`src/rtl/tmo_pkg.sv`:
```
package tmo_pkg;

  typedef enum logic [1:0] {
    SCALE_OFF = 2'd0,
    SCALE_LO  = 2'd1,
    SCALE_MID = 2'd2,
    SCALE_HI  = 2'd3
  } scale_e;

  localparam int TSEL_W    = 3;
  localparam int TICK_BASE = 4;
  localparam int TSEL_MAX  = (1 << TSEL_W) - 1;
  localparam int TICK_MAX  = TICK_BASE << TSEL_MAX;

endpackage

```
`src/rtl/tmo_prescaler.sv`:
```
module tmo_prescaler
  import tmo_pkg::*;
#(
  parameter int SHIFT_LO  = 8,
  parameter int SHIFT_MID = 16,
  parameter int SHIFT_HI  = 24
) (
  input  logic   clk_i,
  input  logic   rst_ni,
  input  logic   clr_i,
  input  logic   run_i,
  input  scale_e scale_i,
  output logic   tick_o
);

  localparam int SW = SHIFT_HI;
  localparam logic [SW-1:0] ONES     = {SW{1'b1}};
  localparam logic [SW-1:0] MASK_LO  = ONES >> (SW - SHIFT_LO);
  localparam logic [SW-1:0] MASK_MID = ONES >> (SW - SHIFT_MID);
  localparam logic [SW-1:0] MASK_HI  = ONES;

  logic [SW-1:0] cnt_q, cnt_d;
  logic [SW-1:0] mask;
  logic          en;

  always_comb begin
    unique case (scale_i)
      SCALE_LO:  mask = MASK_LO;
      SCALE_MID: mask = MASK_MID;
      SCALE_HI:  mask = MASK_HI;
      default:   mask = '0;
    endcase
  end

  assign en     = run_i && (scale_i != SCALE_OFF);
  assign tick_o = en && ((cnt_q & mask) == mask);

  always_comb begin
    cnt_d = cnt_q;
    if (clr_i)   cnt_d = '0;
    else if (en) cnt_d = cnt_q + 1'b1;
  end

  always_ff @(posedge clk_i or negedge rst_ni) begin
    if (!rst_ni)               cnt_q <= '0;
    else if (clr_i || en)      cnt_q <= cnt_d;
  end

  AST_PRE_HOLD_IDLE: assert property (@(posedge clk_i) disable iff (!rst_ni)
    (!run_i && !clr_i) |=> $stable(cnt_q));

endmodule

```
`src/rtl/tmo_tick_counter.sv`:
```
module tmo_tick_counter
  import tmo_pkg::*;
(
  input  logic              clk_i,
  input  logic              rst_ni,
  input  logic              clr_i,
  input  logic              tick_i,
  input  logic [TSEL_W-1:0] sel_i,
  output logic              last_o
);

  localparam int CW = $clog2(TICK_MAX);
  localparam logic [CW-1:0] CNT_TOP = {CW{1'b1}};
  localparam logic [TSEL_W-1:0] SEL_TOP = TSEL_W'(TSEL_MAX);

  logic [CW-1:0] cnt_q, cnt_d;
  logic [CW-1:0] lim_m1;

  assign lim_m1 = CNT_TOP >> (SEL_TOP - sel_i);
  assign last_o = tick_i && (cnt_q == lim_m1);

  always_comb begin
    cnt_d = cnt_q;
    if (clr_i)       cnt_d = '0;
    else if (last_o) cnt_d = '0;
    else if (tick_i) cnt_d = cnt_q + 1'b1;
  end

  always_ff @(posedge clk_i or negedge rst_ni) begin
    if (!rst_ni)                cnt_q <= '0;
    else if (clr_i || tick_i)   cnt_q <= cnt_d;
  end

  AST_TCNT_BOUND: assert property (@(posedge clk_i) disable iff (!rst_ni)
    $stable(sel_i) |-> (cnt_q <= lim_m1));

endmodule

```
`src/rtl/tmo_channel.sv`:
```
module tmo_channel
  import tmo_pkg::*;
#(
  parameter int SHIFT_LO  = 8,
  parameter int SHIFT_MID = 16,
  parameter int SHIFT_HI  = 24
) (
  input  logic              clk_i,
  input  logic              rst_ni,
  input  logic [1:0]        scale_i,
  input  logic [TSEL_W-1:0] tsel_i,
  input  logic              start_i,
  input  logic              done_i,
  input  logic              clr_i,
  output logic              flag_o
);

  logic              busy_q, busy_d;
  logic              flag_q, flag_d;
  scale_e            scale_q;
  logic [TSEL_W-1:0] tsel_q;
  logic              pre_tick;
  logic              tick_last;
  logic              expire;

  tmo_prescaler #(
    .SHIFT_LO (SHIFT_LO),
    .SHIFT_MID(SHIFT_MID),
    .SHIFT_HI (SHIFT_HI)
  ) i_pre (
    .clk_i  (clk_i),
    .rst_ni (rst_ni),
    .clr_i  (start_i),
    .run_i  (busy_q),
    .scale_i(scale_q),
    .tick_o (pre_tick)
  );

  tmo_tick_counter i_tcnt (
    .clk_i (clk_i),
    .rst_ni(rst_ni),
    .clr_i (start_i),
    .tick_i(pre_tick),
    .sel_i (tsel_q),
    .last_o(tick_last)
  );

  assign expire = busy_q && tick_last && !done_i && !start_i;

  always_comb begin
    busy_d = busy_q;
    if (start_i)               busy_d = 1'b1;
    else if (done_i || expire) busy_d = 1'b0;
  end

  always_comb begin
    flag_d = flag_q;
    if (expire)     flag_d = 1'b1;
    else if (clr_i) flag_d = 1'b0;
  end

  always_ff @(posedge clk_i or negedge rst_ni) begin
    if (!rst_ni) begin
      busy_q <= 1'b0;
      flag_q <= 1'b0;
    end else begin
      busy_q <= busy_d;
      flag_q <= flag_d;
    end
  end

  always_ff @(posedge clk_i or negedge rst_ni) begin
    if (!rst_ni) begin
      scale_q <= SCALE_OFF;
      tsel_q  <= '0;
    end else if (start_i) begin
      scale_q <= scale_e'(scale_i);
      tsel_q  <= tsel_i;
    end
  end

  assign flag_o = flag_q;

  AST_FLAG_STICKY: assert property (@(posedge clk_i) disable iff (!rst_ni)
    (flag_q && !clr_i) |=> flag_q);

  AST_OFF_NEVER_FLAGS: assert property (@(posedge clk_i) disable iff (!rst_ni)
    $rose(flag_q) |-> ($past(scale_q) != SCALE_OFF));

  AST_SET_NEEDS_PENDING: assert property (@(posedge clk_i) disable iff (!rst_ni)
    $rose(flag_q) |-> $past(busy_q));

  AST_DONE_CANCELS: assert property (@(posedge clk_i) disable iff (!rst_ni)
    (busy_q && done_i && !start_i && !flag_q) |=> (!busy_q && !flag_q));

  AST_CFG_HELD: assert property (@(posedge clk_i) disable iff (!rst_ni)
    !start_i |=> ($stable(scale_q) && $stable(tsel_q)));

endmodule

```
`src/rtl/bus_op_timeout_guard.sv`:
```
module bus_op_timeout_guard
  import tmo_pkg::*;
#(
  parameter int NUM_CH    = 2,
  parameter int SHIFT_LO  = 8,
  parameter int SHIFT_MID = 16,
  parameter int SHIFT_HI  = 24
) (
  input  logic                     clk_i,
  input  logic                     rst_ni,
  input  logic [2*NUM_CH-1:0]      scale_sel_i,
  input  logic [TSEL_W*NUM_CH-1:0] tick_sel_i,
  input  logic [NUM_CH-1:0]        op_start_i,
  input  logic [NUM_CH-1:0]        op_done_i,
  input  logic [NUM_CH-1:0]        flag_clr_i,
  output logic [NUM_CH-1:0]        timeout_flag_o
);

  for (genvar c = 0; c < NUM_CH; c++) begin : g_ch
    tmo_channel #(
      .SHIFT_LO (SHIFT_LO),
      .SHIFT_MID(SHIFT_MID),
      .SHIFT_HI (SHIFT_HI)
    ) i_ch (
      .clk_i  (clk_i),
      .rst_ni (rst_ni),
      .scale_i(scale_sel_i[2*c +: 2]),
      .tsel_i (tick_sel_i[TSEL_W*c +: TSEL_W]),
      .start_i(op_start_i[c]),
      .done_i (op_done_i[c]),
      .clr_i  (flag_clr_i[c]),
      .flag_o (timeout_flag_o[c])
    );
  end

  AST_CLR_ONLY_OWN: assert property (@(posedge clk_i) disable iff (!rst_ni)
    (flag_clr_i == '0) |=> ((timeout_flag_o & ~$past(timeout_flag_o)) == timeout_flag_o
                           || $past(timeout_flag_o) == (timeout_flag_o & $past(timeout_flag_o))));

endmodule

```
`config.mk`:
```
export PLATFORM = sky130hd
export DESIGN_NAME = bus_op_timeout_guard
export DESIGN_NICKNAME = d
export VERILOG_FILES = /design/src/rtl/tmo_pkg.sv /design/src/rtl/tmo_prescaler.sv /design/src/rtl/tmo_tick_counter.sv /design/src/rtl/tmo_channel.sv /design/src/rtl/bus_op_timeout_guard.sv
export SDC_FILE = /design/constraint.sdc
export NUM_CORES = 1
export LEC_CHECK = 0
export BUFFER_PORTS_ARGS = -buffer_cell sky130_fd_sc_hd__buf_4
export CAP_MARGIN = 20
export CORE_UTILIZATION = 65
export CTS_BUF_LIST = sky130_fd_sc_hd__clkbuf_4 sky130_fd_sc_hd__clkbuf_8 sky130_fd_sc_hd__clkbuf_16
export DETAILED_ROUTE_END_ITERATION = 8
export PLACE_DENSITY = 0.9
export SETUP_SLACK_MARGIN = 0.02
export SKIP_LAST_GASP = 1
export SLEW_MARGIN = 40
export SYNTH_ARGS = -nofsm -noshare
export SYNTH_HDL_FRONTEND = slang
export SYNTH_SLANG_ARGS = --single-unit
```
`constraint.sdc`:
```
create_clock -name clk_i -period 5.1 [get_ports clk_i]
set_input_delay 0.255 -clock clk_i [delete_from_list [all_inputs] [get_ports clk_i]]
set_output_delay 0.255 -clock clk_i [all_outputs]
set_load 0.01 [all_outputs]
```
# Word-level counts from Yosys, hierarchy flattened
# Index checks and enable logic that the tools add are counted.
dict set report word_totals {
  reg_bits 80
  inputBits 18
  out_inout_bits 2
  word_cells 88
}
dict set report op_classes {
  addsub 6
  n_eq_ne 10
  n_shift 2
  muxes 20
  bitwise_logic 2
  reduce_logical 36
}
# op n
set ops {}
lappend ops {{one-hot mux 24 bit (3 select lines)} 2}
lappend ops {{2-to-1 mux 24 bit} 4}
lappend ops {{2-to-1 mux 9 bit} 6}
lappend ops {{adder 24 x 1 -> 24 bit (second input constant)} 2}
lappend ops {{AND 24 bit} 2}
lappend ops {{equality test 24 bit} 2}
lappend ops {{adder 9 x 1 -> 9 bit (second input constant)} 2}
lappend ops {{equality test 9 bit} 2}
lappend ops {{right shift 9 x 3 -> 9 bit (first input constant)} 2}
lappend ops {{nonzero test 2 bit} 8}
lappend ops {{logical AND 1 bit} 12}
lappend ops {{equality test 2 bit (second input constant)} 4}
lappend ops {{2-to-1 mux 1 bit} 8}
lappend ops {{AND reduction 2 bit} 4}
lappend ops {{logical OR 1 bit} 6}
lappend ops {{nonzero test 3 bit} 2}
lappend ops {{subtractor 3 bit (first input constant)} 2}
lappend ops {{equality test 2 x 1 -> 1 bit (second input constant)} 2}
lappend ops {{logical NOT 1 bit} 4}

# Longest topological paths before layout
dict set report logic_depth {
  word_depth 12
  mapped_depth 7
  ltp_nobuf 7
}

# Hierarchy
# A second synthesis with hierarchy kept.
dict set report hier_totals {
  cells_unflattened 458
  hier_area_um2 4516.8
}
# mod n_inst cells_each area_each_um2 seq_area_each_um2
set by_module_without_submodules {}
lappend by_module_without_submodules {tmo_prescaler 2 136 1291.2 600.6}
lappend by_module_without_submodules {tmo_tick_counter 2 75 668.1 225.2}
lappend by_module_without_submodules {tmo_channel 2 18 299.0 175.2}

# Least setup slack after synthesis
# Ideal clock, no wire load.
dict set report synth_path {
  path_type {reg2reg}
  startpoint {reg g_ch[1].i_ch.tsel_q[1]}
  endpoint {reg g_ch[1].i_ch.busy_q}
  setup_time_ns 0.120
  arrival_time_ns 1.686
  slack_ns 3.294
  path_stages_with_launch 8
  path_buffers 1
  path_cell_list {dfrtp_1 -> buf_6 -> a2111oi_0 -> a21oi_1 -> o21ai_0 -> nand3_2 -> or2_1 -> a31o_1}
}
dict set report synth_via {
  elab_chain_cells 9
}
# item line_no
set synth_lines {}
lappend synth_lines {{start: declaration} tmo_channel.sv:21} ;# logic [TSEL_W-1:0] tsel_q;
lappend synth_lines {{start signal: assignment} tmo_channel.sv:78} ;# tsel_q <= tsel_i;
lappend synth_lines {{subtractor 3 bit} tmo_tick_counter.sv:19} ;# assign lim_m1 = CNT_TOP >> (SEL_TOP - sel_i);
lappend synth_lines {{right shift 9 x 3 -> 9 bit} tmo_tick_counter.sv:19}
lappend synth_lines {{equality test 9 bit} tmo_tick_counter.sv:20} ;# assign last_o = tick_i && (cnt_q == lim_m1);
lappend synth_lines {{logical AND 1 bit} tmo_tick_counter.sv:20}
lappend synth_lines {{logical AND 1 bit (3 in a row)} tmo_channel.sv:48} ;# assign expire = busy_q && tick_last && !done_i && !start_i;
lappend synth_lines {{logical OR 1 bit} tmo_channel.sv:53} ;# else if (done_i || expire) busy_d = 1'b0;
lappend synth_lines {{nonzero test 2 bit (no source line)} -}
lappend synth_lines {{end signal: assignment} tmo_channel.sv:67} ;# busy_q <= busy_d;
lappend synth_lines {{end: declaration} tmo_channel.sv:18} ;# logic busy_q, busy_d;
# Every way passes these cells.
# A chain may end at the register's enable or synchronous reset.

# Worst setup path in the final report
dict set report layout_path {
  startpoint {reg g_ch[0].i_ch.i_pre.cnt_q[4]}
  endpoint {reg g_ch[0].i_ch.i_tcnt.cnt_q[8]}
}
dict set report layout_via {
  elab_chain_cells 6
  elab_cells_between_ends 9
  classes_between {1 x eq/ne; 2 x mux; 1 x bitwise; 5 x reduce/logical}
}
# item line_no
set layout_lines {}
lappend layout_lines {{start: declaration} tmo_prescaler.sv:22} ;# logic [SW-1:0] cnt_q, cnt_d;
lappend layout_lines {{start signal: assignment} tmo_prescaler.sv:46} ;# else if (clr_i || en) cnt_q <= cnt_d;
lappend layout_lines {{AND 24 bit (*)} tmo_prescaler.sv:36} ;# assign tick_o = en && ((cnt_q & mask) == mask);
lappend layout_lines {{equality test 24 bit (*)} tmo_prescaler.sv:36}
lappend layout_lines {{logical AND 1 bit (*)} tmo_prescaler.sv:36}
lappend layout_lines {{logical AND 1 bit} tmo_tick_counter.sv:20}
lappend layout_lines {{nonzero test 3 bit (no source line) / 2-to-1 mux 9 bit (equally long branches)} -}
lappend layout_lines {{AND reduction 2 bit (no source line) / 2-to-1 mux 9 bit (equally long branches)} -}
lappend layout_lines {{end signal: assignment} tmo_tick_counter.sv:31} ;# else if (clr_i || tick_i) cnt_q <= cnt_d;
lappend layout_lines {{end: declaration} tmo_tick_counter.sv:16} ;# logic [CW-1:0] cnt_q, cnt_d;
# Every way passes the cells marked *; elsewhere a longest branch is shown, timed or not.

==> metrics.md <==
| Metric | Value |
|---|---|
| Worst Path Arrival | `about 2.4 ns` |
| Slew headroom | `53.17%` |
| Post-synth top area share | `roughly 47%` |
| First-pass GRT wire length | `between 10 and 15 mm` |
| Synth Cell Area | `around 4300 um^2` |
| Crit end category | `flip-flop` |
| EDFF count, synth | `0` |
| Vias post-DR | `~3300` |
| Post-CTS Setup Inserts | `0` |
| Share of layout cells above drive strength 1 | `between 10% and 20%` |
| Net count after synthesis | `457` |
| Min-Delay Path Class | `input pin to flip-flop` |
| Std-Cell Rows | `29` |
| Mean Syn Cell Area | `between 9 and 10 um^2` |
| I/O pin count | `20` |
| Total Routing Usage GR | `~26%` |
| Min-Delay Startpoint | `flag_clr_i[0]` |
| Max-cap viol count | `0` |
| Die Wd | `~83 um` |
| Power Total | `~0.0012 W` |
| Final worst slack | `3.010 ns` |
| Leak Pwr | `roughly 2.0 nW` |
| Synth top area cells | `dfrtp_1 (47%), xor2_1 (6.6%), nor2_1 (5.7%)` |
| Die ar. | `approximately 7000 um^2` |
| Layout area overhead | `7.695%` |
| Worst-path maximum fanout | `12` |
| Iter 0 DRT Violations | `around 280` |
| Count leader, synth | `dfrtp_1` |
| Core area | `roughly 6300 um^2` |
| Sequential-to-total area share from yosys stat | `a little under half` |
| Gr ovfl total | `0` |
| Final Hold Viols | `0` |
| Final min period | `2.090 ns` |
| Synth Instances | `approximately 440` |
| Setup Slack @ Placement | `roughly 3.0 ns` |
| Worst r2r src | `g_ch[0].i_ch.i_pre.cnt_q[4]` |
| Pins over their slew limit | `0` |
| Die Ht | `between 80 and 90 um` |
| Clk slew on worst S/H paths | `roughly 0.080 ns` |
| Gpl congestion | `0.8662` |
| Initial core utilization | `67.09%` |
| RSZ-0062 raised after global routing | `false` |
| Clk_lat worst skew | `0.36 ns` |
| DP HPWL | `between 5 and 6 mm` |
| Final net count | `471` |
| Buffers on Ports | `19` |
| Asr flop ratio synth | `between 90% and 100%` |
| Syn. warnings | `0` |
| Worst Max-Slew Pin Slew | `between 0.7 and 0.8 ns` |
| Htree depth | `3` |
| Setup violators final | `0` |
| Highest clock rate | `roughly 480 MHz` |
| Post-CTS sizing | `0` |
| DRC | `0` |
| Initial antenna violation count | `0` |
| FF+latch area | `roughly 2000 um^2` |
| Post-route core utilization | `around 72%` |
| Fin crit share | `40.97%` |
| Synth area leader | `dfrtp_1` |
| Vias per inst | `just over 6` |
| Yosys cell types | `64` |
| VDD IR max | `about 0.17 mV` |
| Clock Tree Root | `clkbuf_8` |
| Ys flop type | `dfrtp_1` |
| Top cells by count, synth | `dfrtp_1 (80), nor2_1 (65), nand2_1 (38)` |
| Crit Path Class | `flip-flop to flip-flop` |
| Sum Neg Setup Slack | `0 ns` |
| Final ANT Viol Nets | `0` |
| Multi-input gate area | `approximately 2100 um^2` |
| CP Launch Point | `g_ch[0].i_ch.i_pre.cnt_q[4]` |
| Largest net degree at the start of global routing | `around 80` |
| Outcome | `finished clean` |
| Final worst clock skew | `0.009260 ns` |
| CTS Buf Count | `9` |
| First-pass DRT Iterations | `4` |
| Antenna Cells | `0` |
| Clock buffer depth | `2` |
| WL/cell | `roughly 16 um` |
| CP required | `between 5 and 6 ns` |
| Seq cells post-synth | `80` |
| PD cells | `roughly 260 nW/um^2` |
| Filler cells | `between 400 and 500` |
| Clock sink total | `80` |
| WL final | `roughly 8.3 mm` |
| CTS tree | `done` |
| CP Launch Type | `flip-flop` |
| Vias in the first global route | `approximately 3200` |
[through the flow]
stage                     area [um^2]  std cells  hold WS (ns)
after floorplan                  4260        435      -0.04059
after global placement           4407        514        0.4314
after detailed placement         4410        514        0.3433
after CTS                        4588        531       0.05472
after global routing             4588        531       0.04959
final                            4588        531       0.05772
[final timing paths]
check                      cells after the start  slack [ns]                           end
max                                            6        3.01  g_ch[0].i_ch.i_tcnt.cnt_q[8]
min                                            2        0.06           g_ch[0].i_ch.flag_o
max reg2reg                                    6        3.01  g_ch[0].i_ch.i_tcnt.cnt_q[8]
min reg2reg                                    2        0.54           g_ch[0].i_ch.flag_o
max in group asynchronous                      2        4.13  g_ch[0].i_ch.i_pre.cnt_q[10]
min in group asynchronous                      2        0.49        g_ch[0].i_ch.tsel_q[2]
[power by group]
group / switching [W] / internal [W] / leakage [nW]
registers: 0.0000304 / 0.000652 / 1.08
clock network: 0.000231 / 0.000179 / 0.0892
logic: 0.0000582 / 0.0000442 / 0.822
[layout make-up]
cell class / instances / area share (%)
inverter: 16 / 1.309
clock buffer: 10 / 2.863
timing repair buffer: 20 / 3.409
clock inverter: 6 / 0.7908
tap: 77 / 2.100
multi-input combinational: 322 / 45.90
sequential: 80 / 43.63
[sequential cells by signal (all words and copies together), names as in the netlist]
signal                  flops
g_ch.i_ch.busy_q            2
g_ch.i_ch.flag_o            2
g_ch.i_ch.i_pre.cnt_q      48
g_ch.i_ch.i_tcnt.cnt_q     18
g_ch.i_ch.scale_q           4
g_ch.i_ch.tsel_q            6
[per-layer routing]
layer | GRT usage, % | part of all wire (%)
met4 | 13.01 | 2.8
met1 | 34.23 | 44
met2 | 41.58 | 49
met3 | 4.672 | 4.0
met5 | 0 | 0
[what timing repair did]
item	4_1_cts	5_1_grt
setup endpoints to repair	0	0
hold buffers	1	0
hold endpoints to repair	80	0
[critical path, cell delays in order (launching register included)]
cell     delay (ns)
dfrtp_1        0.44
nand4_1        0.21
nor3_4         0.33
and3_1         0.44
nand4_1        0.16
or3_1          0.32
a21oi_1        0.12
[cell usage in the layout, fill, tap and decap left out, drive strengths merged, types with 3 or more instances in the layout]
cell type  Yosys  final
a21oi         10     10
a31oi          6      6
and3          16     16
and4           3      3
buf            8     19
clkbuf         9     10
clkinv         0      5
dfrtp         80     80
ha             4      4
inv           16     16
mux2           9      9
nand2         38     38
nand2b         5      5
nand3         26     26
nand3b         5      5
nand4         16     16
nor2          65     65
nor3           5      5
o2111ai        3      3
o211ai         5      5
o21ai         12     12
o22ai          5      5
o31ai          7      7
xnor2         17     17
xor2          32     32
[logic make-up after synthesis]
| group | after synthesis | share of synthesized area (%) |
|---|---|---|
| mux | 10 | 2.614 |
| simple gates | 192 | 23.61 |
| buf+inv | 33 | 3.583 |
| flops | 80 | 46.99 |
| xor+xnor | 49 | 10.07 |
| fa+ha+maj | 4 | 1.175 |
| compound gates | 67 | 11.95 |
Power figures use the tool's default switching activity.
